$ cat src/rtl/ctl_pkg.sv
package ctl_pkg;
    localparam int BYTE_W = 8;
    localparam int ADDR_W = BYTE_W - 1;

    typedef enum logic [1:0] {
        ST_IDLE,
        ST_CMD,
        ST_WDATA,
        ST_RDATA
    } ctl_state_e;
endpackage

$ cat src/rtl/ctl_sync.sv
module ctl_sync #(
    parameter int         W       = 1,
    parameter logic [W-1:0] RST_VAL = '0
) (
    input  logic         clk,
    input  logic         rst_n,
    input  logic [W-1:0] d,
    output logic [W-1:0] q
);
    logic [W-1:0] meta;

    always_ff @(posedge clk or negedge rst_n) begin
        if (!rst_n) begin
            meta <= RST_VAL;
            q    <= RST_VAL;
        end else begin
            meta <= d;
            q    <= meta;
        end
    end
endmodule

$ cat src/rtl/ctl_regfile.sv
module ctl_regfile #(
    parameter int                NUM_REGS = 8,
    parameter int                ADDR_W   = 7,
    parameter int                DATA_W   = 8,
    parameter logic [ADDR_W-1:0] ID_ADDR  = '1,
    parameter logic [DATA_W-1:0] ID_VAL   = 8'h81
) (
    input  logic              clk,
    input  logic              rst_n,
    input  logic              wr_en,
    input  logic [ADDR_W-1:0] wr_addr,
    input  logic [DATA_W-1:0] wr_data,
    input  logic [ADDR_W-1:0] rd_addr,
    output logic [DATA_W-1:0] rd_data
);
    localparam int IDX_W = (NUM_REGS > 1) ? $clog2(NUM_REGS) : 1;

    logic [DATA_W-1:0] regs [NUM_REGS];

    for (genvar g = 0; g < NUM_REGS; g++) begin : g_reg
        always_ff @(posedge clk or negedge rst_n) begin
            if (!rst_n) begin
                regs[g] <= '0;
            end else if (wr_en && (wr_addr == ADDR_W'(g))) begin
                regs[g] <= wr_data;
            end
        end
    end

    always_comb begin
        if (rd_addr == ID_ADDR) begin
            rd_data = ID_VAL;
        end else if (rd_addr < ADDR_W'(NUM_REGS)) begin
            rd_data = regs[rd_addr[IDX_W-1:0]];
        end else begin
            rd_data = '0;
        end
    end
endmodule

$ cat src/rtl/ctl_port.sv
module ctl_port
    import ctl_pkg::*;
#(
    parameter int               NUM_REGS = 8,
    parameter logic [BYTE_W-1:0] ID_VAL  = 8'h81
) (
    input  logic clk,
    input  logic rst_n,
    input  logic sclk,
    input  logic sel_n,
    input  logic sdi,
    output logic sdo,
    output logic sdo_en
);
    localparam logic [ADDR_W-1:0] ID_ADDR = '1;
    localparam int                CNT_W   = $clog2(BYTE_W);

    logic              sclk_s, sel_s, sdi_s, sclk_q;
    logic              rise, fall, byte_done;
    logic [BYTE_W-1:0] sh, byte_in, rd_data;
    logic [ADDR_W-1:0] addr;
    logic [CNT_W-1:0]  bit_cnt;
    logic              wr_en, sdo_q, oe_q;
    ctl_state_e        state, nxt;

    ctl_sync #(.W(3), .RST_VAL(3'b110)) u_sync (
        .clk   (clk),
        .rst_n (rst_n),
        .d     ({sclk, sel_n, sdi}),
        .q     ({sclk_s, sel_s, sdi_s})
    );

    always_ff @(posedge clk or negedge rst_n) begin
        if (!rst_n) sclk_q <= 1'b1;
        else        sclk_q <= sclk_s;
    end

    assign rise      = sclk_s & ~sclk_q;
    assign fall      = ~sclk_s & sclk_q;
    assign byte_in   = {sh[BYTE_W-2:0], sdi_s};
    assign byte_done = rise && (bit_cnt == CNT_W'(BYTE_W - 1));
    assign wr_en     = (state == ST_WDATA) && byte_done && !sel_s;

    ctl_regfile #(
        .NUM_REGS (NUM_REGS),
        .ADDR_W   (ADDR_W),
        .DATA_W   (BYTE_W),
        .ID_ADDR  (ID_ADDR),
        .ID_VAL   (ID_VAL)
    ) u_regs (
        .clk     (clk),
        .rst_n   (rst_n),
        .wr_en   (wr_en),
        .wr_addr (addr),
        .wr_data (byte_in),
        .rd_addr (addr),
        .rd_data (rd_data)
    );

    // state register
    always_ff @(posedge clk or negedge rst_n) begin
        if (!rst_n) state <= ST_IDLE;
        else        state <= nxt;
    end

    // next state
    always_comb begin
        nxt = state;
        if (sel_s) begin
            nxt = ST_IDLE;
        end else begin
            unique case (state)
                ST_IDLE:  nxt = ST_CMD;
                ST_CMD:   if (byte_done) nxt = byte_in[BYTE_W-1] ? ST_RDATA : ST_WDATA;
                ST_WDATA: nxt = ST_WDATA;
                ST_RDATA: nxt = ST_RDATA;
                default:  nxt = ST_IDLE;
            endcase
        end
    end

    // datapath and outputs
    always_ff @(posedge clk or negedge rst_n) begin
        if (!rst_n) begin
            sh      <= '0;
            addr    <= '0;
            bit_cnt <= '0;
            sdo_q   <= 1'b0;
            oe_q    <= 1'b0;
        end else if (sel_s) begin
            bit_cnt <= '0;
            sdo_q   <= 1'b0;
            oe_q    <= 1'b0;
        end else begin
            unique case (state)
                ST_IDLE: begin
                    bit_cnt <= '0;
                end
                ST_CMD: begin
                    if (rise) begin
                        sh      <= byte_in;
                        bit_cnt <= bit_cnt + 1'b1;
                        if (byte_done) addr <= byte_in[ADDR_W-1:0];
                    end
                end
                ST_WDATA: begin
                    if (rise) begin
                        sh      <= byte_in;
                        bit_cnt <= bit_cnt + 1'b1;
                        if (byte_done) addr <= addr + 1'b1;
                    end
                end
                ST_RDATA: begin
                    if (fall) begin
                        oe_q    <= 1'b1;
                        bit_cnt <= bit_cnt + 1'b1;
                        if (bit_cnt == '0) begin
                            sdo_q <= rd_data[BYTE_W-1];
                            sh    <= {rd_data[BYTE_W-2:0], 1'b0};
                            addr  <= addr + 1'b1;
                        end else begin
                            sdo_q <= sh[BYTE_W-1];
                            sh    <= {sh[BYTE_W-2:0], 1'b0};
                        end
                    end
                end
                default: ;
            endcase
        end
    end

    assign sdo    = sdo_q;
    assign sdo_en = oe_q;
endmodule

$ cat config.mk
export PLATFORM = sky130hd
export DESIGN_NAME = ctl_port
export DESIGN_NICKNAME = d
export VERILOG_FILES = /design/src/rtl/ctl_pkg.sv /design/src/rtl/ctl_sync.sv /design/src/rtl/ctl_regfile.sv /design/src/rtl/ctl_port.sv
export SDC_FILE = /design/constraint.sdc
export NUM_CORES = 1
export LEC_CHECK = 0
export ABC_AREA = 1
export BUFFER_PORTS_ARGS = -buffer_cell sky130_fd_sc_hd__buf_2
export CAP_MARGIN = 10
export CORE_MARGIN = 1
export CORE_UTILIZATION = 50
export CTS_BUF_LIST = sky130_fd_sc_hd__clkbuf_8
export CTS_CLUSTER_DIAMETER = 120
export DETAILED_ROUTE_END_ITERATION = 8
export PLACE_DENSITY = 0.69
export SETUP_SLACK_MARGIN = 0.02
export SYNTH_ARGS = -nofsm -noshare
export SYNTH_HDL_FRONTEND = slang
export SYNTH_SLANG_ARGS = --single-unit
$ cat constraint.sdc
create_clock -name clk -period 1.7 [get_ports clk]
set_input_delay 0.085 -clock clk [delete_from_list [all_inputs] [get_ports clk]]
set_output_delay 0.085 -clock clk [all_outputs]
set_load 0.02 [all_outputs]
==> summary by stage <==
Synthesis
The count of flip-flops with a built-in enable after synthesis is 0. In the synthesized netlist, the number of instances is between 500 and 600. The netlist uses 25 different library cells.

Among all flip-flop cells after synthesis, the most frequent one is sky130_fd_sc_hd__dfrtp_1. The mapped cell area is approximately 4400 um2. The average cell area after synthesis is a little over 8 um2.

Synthesis inferred 93 register bits. Summing the sequential cell areas from Yosys gives between 50% and 60% of the chip area. The net count of the mapped netlist is approximately 550. sky130_fd_sc_hd__dfrtp_1 takes more of the synthesized area than any other cell. The Yosys step of the flow raised 0 warnings. The area share of the leading cell type in the synthesized netlist is just over 50%. After synthesis, the share of flip-flops with an asynchronous set or reset is 100.0%.

Ranked by total cell area, the synthesized netlist is headed by sky130_fd_sc_hd__dfrtp_1 51%, sky130_fd_sc_hd__o21ai_0 13%, sky130_fd_sc_hd__nand2_1 11%.

Critical path
The worst path buffer plus inverter count is 3. On the critical path the largest part of the delay comes from flip-flops. STA puts the critical path data required time at ~2.0 ns. The slowest stage of the critical path is the sky130_fd_sc_hd__dfstp_2 cell. The kind of launch point of the worst setup path is a flop. Measured in cells, the most critical reg-to-reg path has a length of 9. The data arrival at the endpoint of the critical path is a little under 2 ns. The worst setup path is captured at a flop. Walking the worst path, the cells encountered are inv_2, nor2_4, nand2_4, nor3_4, buf_8, nand3_4, buf_12, nand2_2, o21ai_1. Along the worst path, the maximum fanout reaches 8. By startpoint and endpoint, the worst setup path is classified as reg2reg. On the worst path, the slowest cell contributes a delay of approximately 0.55 ns. The critical path depth is 9.

Drt
The number of nets with antenna violations after detailed routing is 0. The routed layout has between 3k and 4k vias. The first-pass iteration count of the detailed router is 5.

The wire length reported by the detailed router is 11550 um. The detail-routed net length per standard cell is roughly 17 um. The first routing iteration left 319 violations. The residual DRC count is 0. The per-cell via count in the routed design is 5.669.

Cells and area
The number of nets in the final layout is between 500 and 600. The fraction of final layout cells sized beyond drive strength 1 is about 22%. The fill cell instance count of the final layout is between 600 and 700. The area growth from synthesis to layout is 23.56%.

0 antenna diodes ended up in the layout. The final cell count without fillers is 679. After routing the design area is 5386 um2.

STA
Setup violations remaining at the end of the flow were counted as 5. The hold violation total from the final report was 0. For the final database, setup skew stands at about 0.014 ns. The post-layout worst setup margin is -0.01319 ns. The worst path in the final design needs a cycle of between 1.5 and 2 ns, including I/O delays and setup. At the pin with the least slew margin, the transition time is ~0.50 ns. Setup repair after global routing could not meet its margin everywhere. The post-route fraction of the period consumed by the critical path is 100.8%. After routing, the total negative slack on setup checks comes to -0.03101 ns. In this run the tightest slew margin relative to its limit is 66.52%.

The highest clock frequency the design can meet is between 500 and 600 MHz. The final max-slew violation count is 0.

Outcome
The run finished, with violations left. The final reports fail on negative setup slack.

Floorplan
The height of the die is between 90 and 100 um. In this run the horizontal extent of the chip is approximately 95 um. The total number of placement rows is 33. The die outline area is 9095 um2.

The initial utilization of the core area, before any placement, comes to a little over half. For this design the top-level I/O count stands at 7. The core outline area is between 8000 and 9000 um2.

Global route
The initial antenna violation count is 0. Global routing finished with a remaining overflow of 0. The first global-routing pass estimated about 18000 um of wire. The number of global-route vias before repair is 3464. Global routing used 26.49% of the available tracks across all layers. The maximum number of pins on one net before global-route repair is 36.

Placed design
The post-placement worst setup slack is -0.1051 ns. The count of buffers added on input and output ports is 6. In this run the cell area measured after placement is 4692 um2. The total half-perimeter wirelength after legalization and detailed placement is 7159 um. The congestion estimate from routability-driven global placement came to approximately 0.92.

Once placement completed, the tool counted placed cells totaling ~650.

Power
The part of the power in combinational logic is a little over 40%. Net switching is slightly above 40% of the power. The clock share of power is between 20% and 30%. The reported leakage power is 0.002462 uW. The part of the power in registers is 37.9%.

The worst voltage drop across the vdd grid is around 540 uV. Cell internal power was estimated by the tool at slightly above 4000 uW. Power spread over the standard cell area amounts to between 1000 and 1500 nW/um2. For this design the total switching power over the nets is around 2900 uW.

Clock network
The clock slew at the register clock pins of the worst setup and hold paths is 0.09 ns. The clock reaches the later pin of the worst-skew pair after approximately 0.38 ns. CTS placed an instance of sky130_fd_sc_hd__clkbuf_8 at the clock tree root. The number of clock buffers added by TritonCTS is 9.

The total number of H-tree levels is 3. The clock tree from TritonCTS is yes. The number of sinks driven by the clock tree is between 90 and 100. The clock passes through at most 2 buffers.

Run
The max-capacitance violation count is 0.

Hold path
The class of the tightest hold or removal check is in2async.
==> logic make-up after synthesis <==
| group | Yosys count | synth area share [%] |
|---|---|---|
| AO/OA/AOI/OAI | 134 | 16.16 |
| adder cells (fa/ha/maj) | 11 | 3.157 |
| AND/OR/NAND/NOR | 232 | 21.73 |
| buffers and inverters | 57 | 5.023 |
| flip-flops | 93 | 53.53 |
| XOR/XNOR | 2 | 0.4019 |
==> area by class of cell <==
class	count	area (um2)	area share, %
clock buffer	9	123.9	2.300
clock inverter	7	68.82	1.278
inverter	35	133.9	2.485
multi-input combinational	379	2071	38.44
sequential	93	2336	43.37
tap	105	131.4	2.439
timing repair buffer	51	521.8	9.686
==> repair_timing <==
action / in CTS / in global routing
resized for setup: 6 / 154
setup buffers: 1 / 4
endpoints found under the hold margin: 35 / 0
pin swaps: 1 / 5
hold buffers: 4 / 0
cloned: 0 / 7
endpoints found under the setup margin: 64 / 80
==> per-stage QoR <==
stage                     total power [uW]  hold WS, ns  util, %
after floorplan                       4235      -0.2106        -
after global placement                5123      0.06890    56.26
after detailed placement              5170      0.06962    56.26
after CTS                             6644       0.2088    59.39
after global routing                  7403       0.2529    64.58
final                                 6959       0.1966    64.58
==> registers in the layout, indices dropped and copies added, names as in the netlist, 2 cells and up <==
signal       cells
u_regs.regs     64
sh               8
addr             7
bit_cnt          3
u_sync.meta      3
u_sync.q         3
state            2
==> cell usage after synthesis (all sizes together), types with 2 or more instances <==
| cell | count |
|---|---|
| a21boi | 6 |
| dfrtp | 88 |
| dfstp | 5 |
| inv | 34 |
| nand2 | 122 |
| nor2 | 67 |
| o21a | 2 |
| a21oi | 10 |
| nor3 | 3 |
| clkbuf | 18 |
| ha | 11 |
| buf | 4 |
| o21ai | 110 |
| xor2 | 2 |
| o211ai | 4 |
| nand3 | 37 |
==> power groups by stage <==
| stage | logic [uW] | registers (uW) | clock network [uW] |
|---|---|---|---|
| 2_1_floorplan | 1650 | 2580 | 0 |
| 3_3_place_gp | 2480 | 2640 | 0 |
| 3_5_place_dp | 2520 | 2650 | 0 |
| 4_1_cts | 2540 | 2610 | 1500 |
| 5_1_grt | 3140 | 2660 | 1600 |
| 6_report | 2840 | 2640 | 1480 |
==> worst paths after layout <==
path | from | end | slack [ns]
worst max register to register | u_sync.q[2] | u_regs.regs[47] | -0.01
worst min-delay path | rst_n | u_regs.regs[1] | 0.20
worst max-delay path | u_sync.q[2] | u_regs.regs[47] | -0.01
max in group asynchronous | rst_n | u_regs.regs[8] | 0.83
min in group clk | sdi | u_sync.meta[0] | 0.34
worst min register to register | u_sync.meta[2] | u_sync.q[2] | 0.36
==> cells in the final DEF (no fill, tap or decap), types with 7 or more instances in the layout <==
cell type	synthesis	routed
sky130_fd_sc_hd__a21oi_1	10	10
sky130_fd_sc_hd__buf_4	0	19
sky130_fd_sc_hd__buf_6	0	15
sky130_fd_sc_hd__clkbuf_8	0	9
sky130_fd_sc_hd__dfrtp_1	88	86
sky130_fd_sc_hd__ha_1	11	9
sky130_fd_sc_hd__inv_1	34	33
sky130_fd_sc_hd__nand2_1	122	94
sky130_fd_sc_hd__nand2_2	0	23
sky130_fd_sc_hd__nand3_1	37	30
sky130_fd_sc_hd__nand3_4	0	7
sky130_fd_sc_hd__nor2_1	65	64
sky130_fd_sc_hd__o21ai_0	110	60
sky130_fd_sc_hd__o21ai_1	0	41
sky130_fd_sc_hd__o21ai_2	0	9
==> metal layers <==
metal | global-route usage, % | vias up | wire (um)
met4 | 12.56 | 0 | 436
met2 | 37.08 | 131 | 5155
met5 | 0 | - | 0
met3 | 6.220 | 26 | 696
li1 | - | 1825 | -
met1 | 38.61 | 1867 | 5264
(Power assumes the default switching activity.)
